## src/rtl/scanseq_pkg.sv

```systemverilog
package scanseq_pkg;
  typedef enum logic [1:0] {
    MODE_ONE  = 2'd0,
    MODE_UP   = 2'd1,
    MODE_DOWN = 2'd2
  } seq_mode_e;
endpackage

```

## src/rtl/scanseq_cfg.sv

```systemverilog
module scanseq_cfg
  import scanseq_pkg::*;
#(
  parameter int CH_W  = 3,
  parameter int CNT_W = 8
) (
  input  logic             clk,
  input  logic             rst,
  input  logic             cfg_wr,
  input  logic [CH_W-1:0]  cfg_chan,
  input  logic             cfg_scan,
  input  logic             cfg_up,
  input  logic             ivl_wr,
  input  logic [CNT_W-1:0] ivl_val,
  output seq_mode_e        mode_q,
  output logic [CH_W-1:0]  start_q,
  output logic [CH_W-1:0]  start_d,
  output logic [CH_W-1:0]  end_q,
  output logic [CNT_W-1:0] ivl_q
);
  logic            armed_q, active_q, up_q;
  logic            active_d, up_d;
  logic [CH_W-1:0] last_q, last_d;
  seq_mode_e       mode_d;

  always_comb begin
    active_d = active_q;
    up_d     = up_q;
    last_d   = last_q;
    if (cfg_wr) begin
      active_d = cfg_scan & (armed_q | active_q);
      up_d     = cfg_up;
      last_d   = cfg_chan;
    end
    if (!active_d)  mode_d = MODE_ONE;
    else if (up_d)  mode_d = MODE_UP;
    else            mode_d = MODE_DOWN;
    start_d = (mode_d == MODE_UP) ? '0 : last_d;
  end

  always_ff @(posedge clk) begin
    if (rst) begin
      armed_q  <= 1'b0;
      active_q <= 1'b0;
      up_q     <= 1'b0;
      last_q   <= '0;
      mode_q   <= MODE_ONE;
      ivl_q    <= '0;
    end else begin
      if (cfg_wr) armed_q <= ~cfg_scan;
      active_q <= active_d;
      up_q     <= up_d;
      last_q   <= last_d;
      mode_q   <= mode_d;
      if (ivl_wr) ivl_q <= ivl_val;
    end
  end

  assign start_q = (mode_q == MODE_UP) ? '0 : last_q;
  assign end_q   = (mode_q == MODE_DOWN) ? '0 : last_q;

  AST_SCAN_NEEDS_ARM: assert property (@(posedge clk) disable iff (rst)
    $rose(active_q) |-> $past(armed_q) && $past(cfg_wr));
  AST_SCAN_OFF_ON_CLEAR_BIT: assert property (@(posedge clk) disable iff (rst)
    (cfg_wr && !cfg_scan) |=> (mode_q == MODE_ONE));
endmodule

```

## src/rtl/scanseq_ivl.sv

```systemverilog
module scanseq_ivl #(
  parameter int CNT_W = 8
) (
  input  logic             clk,
  input  logic             rst,
  input  logic             zero,
  input  logic             step,
  input  logic [CNT_W-1:0] ivl_q,
  output logic             done,
  output logic             at_first
);
  logic [CNT_W-1:0] pos_q;

  assign done     = (ivl_q == '0) || (pos_q == ivl_q - 1'b1);
  assign at_first = (pos_q == '0);

  always_ff @(posedge clk) begin
    if (rst || zero)  pos_q <= '0;
    else if (step)    pos_q <= done ? '0 : pos_q + 1'b1;
  end

  AST_POS_BELOW_COUNT: assert property (@(posedge clk) disable iff (rst)
    (ivl_q != '0) |-> (pos_q < ivl_q));
  AST_ZERO_RESTARTS: assert property (@(posedge clk) disable iff (rst)
    zero |=> (pos_q == '0));
endmodule

```

## src/rtl/scanseq_step.sv

```systemverilog
module scanseq_step
  import scanseq_pkg::*;
#(
  parameter int CH_W = 3
) (
  input  logic            clk,
  input  logic            rst,
  input  logic            load,
  input  logic [CH_W-1:0] load_val,
  input  logic            clr,
  input  logic            adv,
  input  seq_mode_e       mode_q,
  input  logic [CH_W-1:0] start_q,
  input  logic [CH_W-1:0] end_q,
  input  logic            ivl_done,
  input  logic            ivl_first,
  output logic [CH_W-1:0] chan_q,
  output logic            eos_q,
  output logic            first_q
);
  always_ff @(posedge clk) begin
    if (rst) begin
      chan_q  <= '0;
      eos_q   <= 1'b0;
      first_q <= 1'b0;
    end else begin
      eos_q   <= 1'b0;
      first_q <= 1'b0;
      if (load) begin
        chan_q <= load_val;
      end else if (clr) begin
        chan_q <= start_q;
      end else if (adv) begin
        case (mode_q)
          MODE_UP: begin
            first_q <= (chan_q == start_q);
            eos_q   <= (chan_q == end_q);
            chan_q  <= (chan_q == end_q) ? start_q : chan_q + 1'b1;
          end
          MODE_DOWN: begin
            first_q <= (chan_q == start_q);
            eos_q   <= (chan_q == end_q);
            chan_q  <= (chan_q == end_q) ? start_q : chan_q - 1'b1;
          end
          default: begin
            first_q <= ivl_first;
            eos_q   <= ivl_done;
          end
        endcase
      end
    end
  end

  AST_CHAN_HOLDS: assert property (@(posedge clk) disable iff (rst)
    (!adv && !load && !clr) |=> $stable(chan_q));
  AST_PULSE_NEEDS_STROBE: assert property (@(posedge clk) disable iff (rst)
    (eos_q || first_q) |-> $past(adv) && !$past(load) && !$past(clr));
  AST_SINGLE_FIXED: assert property (@(posedge clk) disable iff (rst)
    (adv && !load && !clr && mode_q == MODE_ONE) |=> $stable(chan_q));
  AST_DOWN_STEP: assert property (@(posedge clk) disable iff (rst)
    (adv && !load && !clr && mode_q == MODE_DOWN && chan_q != '0)
      |=> (chan_q == CH_W'($past(chan_q) - 1'b1)));
endmodule

```

## src/rtl/adc_scan_seq.sv

```systemverilog
module adc_scan_seq
  import scanseq_pkg::*;
#(
  parameter int NUM_CH = 8,
  parameter int CNT_W  = 8,
  localparam int CH_W  = $clog2(NUM_CH)
) (
  input  logic             clk,
  input  logic             rst,
  input  logic             clr,
  input  logic             cfg_wr,
  input  logic [CH_W-1:0]  cfg_chan,
  input  logic             cfg_scan_en,
  input  logic             cfg_dir_up,
  input  logic             ivl_wr,
  input  logic [CNT_W-1:0] ivl_count,
  input  logic             conv_strobe,
  output logic [CH_W-1:0]  chan,
  output logic             eos,
  output logic             first_conv
);
  seq_mode_e        mode_q;
  logic [CH_W-1:0]  start_q, start_d, end_q;
  logic [CNT_W-1:0] ivl_q;
  logic             adv, ivl_done, ivl_first;

  assign adv = conv_strobe & ~(clr | cfg_wr | ivl_wr);

  scanseq_cfg #(.CH_W(CH_W), .CNT_W(CNT_W)) u_cfg (
    .clk(clk), .rst(rst), .cfg_wr(cfg_wr), .cfg_chan(cfg_chan),
    .cfg_scan(cfg_scan_en), .cfg_up(cfg_dir_up), .ivl_wr(ivl_wr),
    .ivl_val(ivl_count), .mode_q(mode_q), .start_q(start_q),
    .start_d(start_d), .end_q(end_q), .ivl_q(ivl_q)
  );

  scanseq_ivl #(.CNT_W(CNT_W)) u_ivl (
    .clk(clk), .rst(rst), .zero(clr | cfg_wr | ivl_wr),
    .step(adv && mode_q == MODE_ONE), .ivl_q(ivl_q),
    .done(ivl_done), .at_first(ivl_first)
  );

  scanseq_step #(.CH_W(CH_W)) u_step (
    .clk(clk), .rst(rst), .load(cfg_wr), .load_val(start_d), .clr(clr),
    .adv(adv), .mode_q(mode_q), .start_q(start_q), .end_q(end_q),
    .ivl_done(ivl_done), .ivl_first(ivl_first),
    .chan_q(chan), .eos_q(eos), .first_q(first_conv)
  );

  AST_CLEAR_TO_START: assert property (@(posedge clk) disable iff (rst)
    (clr && !cfg_wr) |=> (chan == $past(start_q)) && !eos && !first_conv);
  AST_CFG_TO_START: assert property (@(posedge clk) disable iff (rst)
    cfg_wr |=> !eos && !first_conv);
endmodule

```

## config.mk

```make
export PLATFORM = sky130hd
export DESIGN_NAME = adc_scan_seq
export DESIGN_NICKNAME = d
export VERILOG_FILES = /design/src/rtl/scanseq_pkg.sv /design/src/rtl/scanseq_cfg.sv /design/src/rtl/scanseq_ivl.sv /design/src/rtl/scanseq_step.sv /design/src/rtl/adc_scan_seq.sv
export SDC_FILE = /design/constraint.sdc
export NUM_CORES = 1
export LEC_CHECK = 0
export CAP_MARGIN = 20
export CORE_ASPECT_RATIO = 0.5
export CORE_UTILIZATION = 55
export DETAILED_ROUTE_END_ITERATION = 10
export PLACE_DENSITY = 0.84
export SETUP_SLACK_MARGIN = 0.02
export SLEW_MARGIN = 0
export SYNTH_ARGS = -nofsm -noshare
export SYNTH_HDL_FRONTEND = slang
export SYNTH_HIERARCHICAL = 1
export SYNTH_SLANG_ARGS = --single-unit
```

## constraint.sdc

```tcl
create_clock -name clk -period 2.95 [get_ports clk]
set_input_delay 0.59 -clock clk [delete_from_list [all_inputs] [get_ports clk]]
set_output_delay 0.59 -clock clk [all_outputs]
set_load 0.02 [all_outputs]
```

==> metrics.txt <==
most area-hungry cell type in the Yosys netlist=dfxtp_1; sequential area share after synthesis=slightly above 30%; area of the multi-input gates=around 1200 um2; Syn Nets=roughly 230; Avg Inst Size Synth=a little over 9 um2; GP Congestion=between 0.8 and 0.9; Final Instance Area=2276 um2; fin crit share=between 80% and 90%; VDD IR max=between 0.2 and 0.25 mV; CTS tree=done; FILL cells=approximately 240; postcts setup bufs=0; Reg area=580.6 um2; DRT Wirelength=3971 um; Post-Syn Area=around 1900 um2; Cell Chain, Critical Path=clkdlybuf4s50_1 -> nor4b_4 -> nor3b_2 -> and4_1 -> nand3_1 -> or2_2 -> xor2_1 -> a211oi_2; post-CTS sizing=0; NetSw=0.2655 mW; total CTS buffers=5; CTS Root Cell=clkbuf_8; vias in the first global route=about 1.5k; diodes inserted=0; Via density=around 6; post-layout net count=258; final core occ=between 70% and 80%; largest net degree at the start of global routing=21; CP delay by family, top=simple AND/OR/NAND/NOR gates; Chip Height=43.39 um; Distinct cells, synth=57; top post-synthesis cells by area=dfxtp_1 31%, mux2i_1 6.4%, xor2_1 6.0%, ha_1 4.6%, xnor2_1 3.7%; post-layout min period=between 2000 and 3000 ps; WP buf/inv=1; initial drt markers=53; DP Area=approximately 2200 um2; CTS Sinks=29; fmax=between 300 and 400 MHz; crit path capture type=register; post-synthesis register bit count=29; Seq pwr share=a little over two fifths; Pint=~0.72 mW; initial antenna violation count=0; Critical Path Start Type=input pin; # rows=14; gr ovfl total=0; Fin Setup TNS=0 ps; Min Hold Slack=522.9 ps; EDFF count, synth=0; die area=3678 um2; Initial Util=roughly three fifths; ys flop type=dfxtp_1; Max Transition Viols Final=0; ANT nets after route=0; # DRC=0; Worst Hold Class=register to register; Worst Setup Path Type=input pin to register; Pwr per Cell Area=roughly 430 nW/um2; GRT Util Overall=about a quarter; switching share of power=26.98%; Worst-path clk slew=~60 ps; CP Data Arrival Time=2720 ps; post-synthesis cell count=slightly above 200; io pins=24; status=complete, no violations; htree depth=2; asr flop ratio synth=0%; worst-case clock buffer depth=2; layout cell share with drive strength beyond 1=between 10% and 20%; RSZ-0062 raised after global routing=false; WL per Instance=between 10 and 15 um; post-synth top area share=a little under a third; Crit-path slowest cell=clkdlybuf4s50_1; final hold vios=0; clock network power share=36.1%; Buffers on Ports=23; Die W=84.78 um; delay of the slowest critical-path stage=between 500 and 600 ps; Relative slew margins=62.38%; HPWL after detailed placement=~2900 um; Worst-Margin Slew=between 500 and 600 ps; leakage power=0.8903 nW; CP Max Fanout=6; Setup violations, final=0; Req. time, crit path=~3200 ps; max_cap viols=0; total chip power=0.9840 mW; Skew-Pair Late Insertion Delay=~270 ps; Final Skew=roughly 5 ps; Vias=~1.6k; core footprint=3136 um2; area grow syn2layout=20.78%; Comb pwr share=a little over 20%; global-route wire length before repair=slightly below 7000 um; DR pass1 iterations=4; hold buffer count at CTS=0; YS warnings=6
worst paths after layout:
kind                               startpoint                     endpoint  slack [ps]  cells after the start
hold / removal     u_cfg/armed_q$_SDFFE_PP0P_   u_cfg/armed_q$_SDFFE_PP0P_         520                      2
setup reg to reg  u_cfg/ivl_q[2]$_SDFFE_PP0P_      u_step/eos_q$_SDFF_PP0_         490                      6
setup / recovery                          clr  u_ivl/pos_q[7]$_SDFFE_PP0P_         420                      8
hold reg to reg    u_cfg/armed_q$_SDFFE_PP0P_   u_cfg/armed_q$_SDFFE_PP0P_         520                      2
cells in the mapped netlist, types with 2 or more instances:
cell type	n
a211o_1	2
a211oi_1	2
a211oi_2	4
a21o_1	2
a21oi_1	3
a31oi_1	2
and2_1	6
buf_1	2
buf_2	3
dfxtp_1	29
ha_1	7
inv_1	10
mux2i_1	12
nand2_1	6
nand2b_1	6
nand3_1	7
nand4_1	2
nor2_1	16
nor3_1	6
nor3b_1	2
nor3b_2	2
nor4_1	7
nor4b_1	2
nor4b_4	2
o211ai_1	4
o21ai_0	2
o311ai_0	2
or2_2	3
or3_1	3
xnor2_1	8
xor2_1	13
worst register-to-register path: stages (launching register included):
cell	delay, ps
dfxtp_1	370
or4_4	570
or3_1	410
a222oi_1	480
a21o_4	260
a21oi_1	80
nor4_1	190
final cells by class:
type | count | area share (%)
well taps | 40 | 2.199
flip-flops and latches | 29 | 25.51
repair buffers | 30 | 12.42
clock buffers | 7 | 4.233
multi-input cells | 156 | 53.77
inverters | 10 | 1.649
clock inverters | 1 | 0.2199
cells by family after synthesis:
family / synth area share (%)
buffers and inverters: 4.249
xor gates and xnor gates: 9.761
adders and majority gates: 4.648
AOI/OAI and AO/OA: 16.67
muxes: 7.105
and+or+nand+nor: 26.76
DFF: 30.81
per-layer routing:
metal / wire [um] / track usage, %
met5: 0 / 0
met4: 40 / 8.475
met3: 206 / 6.476
met2: 1795 / 39.67
met1: 1929 / 30.90
power groups by stage:
| stage | Clock, mW | Combinational (mW) | Sequential, mW |
|---|---|---|---|
| floorplan | 0 | 0.129 | 0.437 |
| detailed placement | 0 | 0.196 | 0.437 |
| CTS | 0.365 | 0.198 | 0.428 |
| global route | 0.387 | 0.220 | 0.431 |
| global placement | 0 | 0.190 | 0.436 |
| finish | 0.356 | 0.200 | 0.428 |
metrics by stage:
stage / std cells / worst slack [ps]
floorplan: 203 / 721.6
global placement: 265 / 232.3
detailed placement: 265 / 145.6
CTS: 273 / 440.3
global route: 273 / 264.0
finish: 273 / 422.7
registers in the layout, indices dropped and copies added, names as in the netlist:
signal          cells
u_cfg/ivl_q         8
u_ivl/pos_q         8
u_cfg/last_q        3
u_step/chan_q       3
u_cfg/mode_q        2
u_cfg/active_q      1
u_cfg/armed_q       1
u_cfg/up_q          1
u_step/eos_q        1
u_step/first_q      1
cells in the final DEF, fill, tap and decap left out, drive strengths merged, types with 2 or more instances in the layout:
cell type      count
mux2i             13
a21oi              4
nand3              7
clkbuf             7
and2               6
nand2b             6
xnor2              8
nor3b              4
clkdlybuf4s50     23
nand2              6
or2                3
or4                2
or3                4
o311ai             2
nor3               6
inv               10
nor4               7
a21o               3
xor2              13
ha                 7
a31oi              2
o21ai              3
nand4              2
buf                7
o211ai             4
nor2              16
dfxtp             29
a211oi             6
a211o              2
nor4b              4
Note: power is estimated with default switching activity, not from simulation.
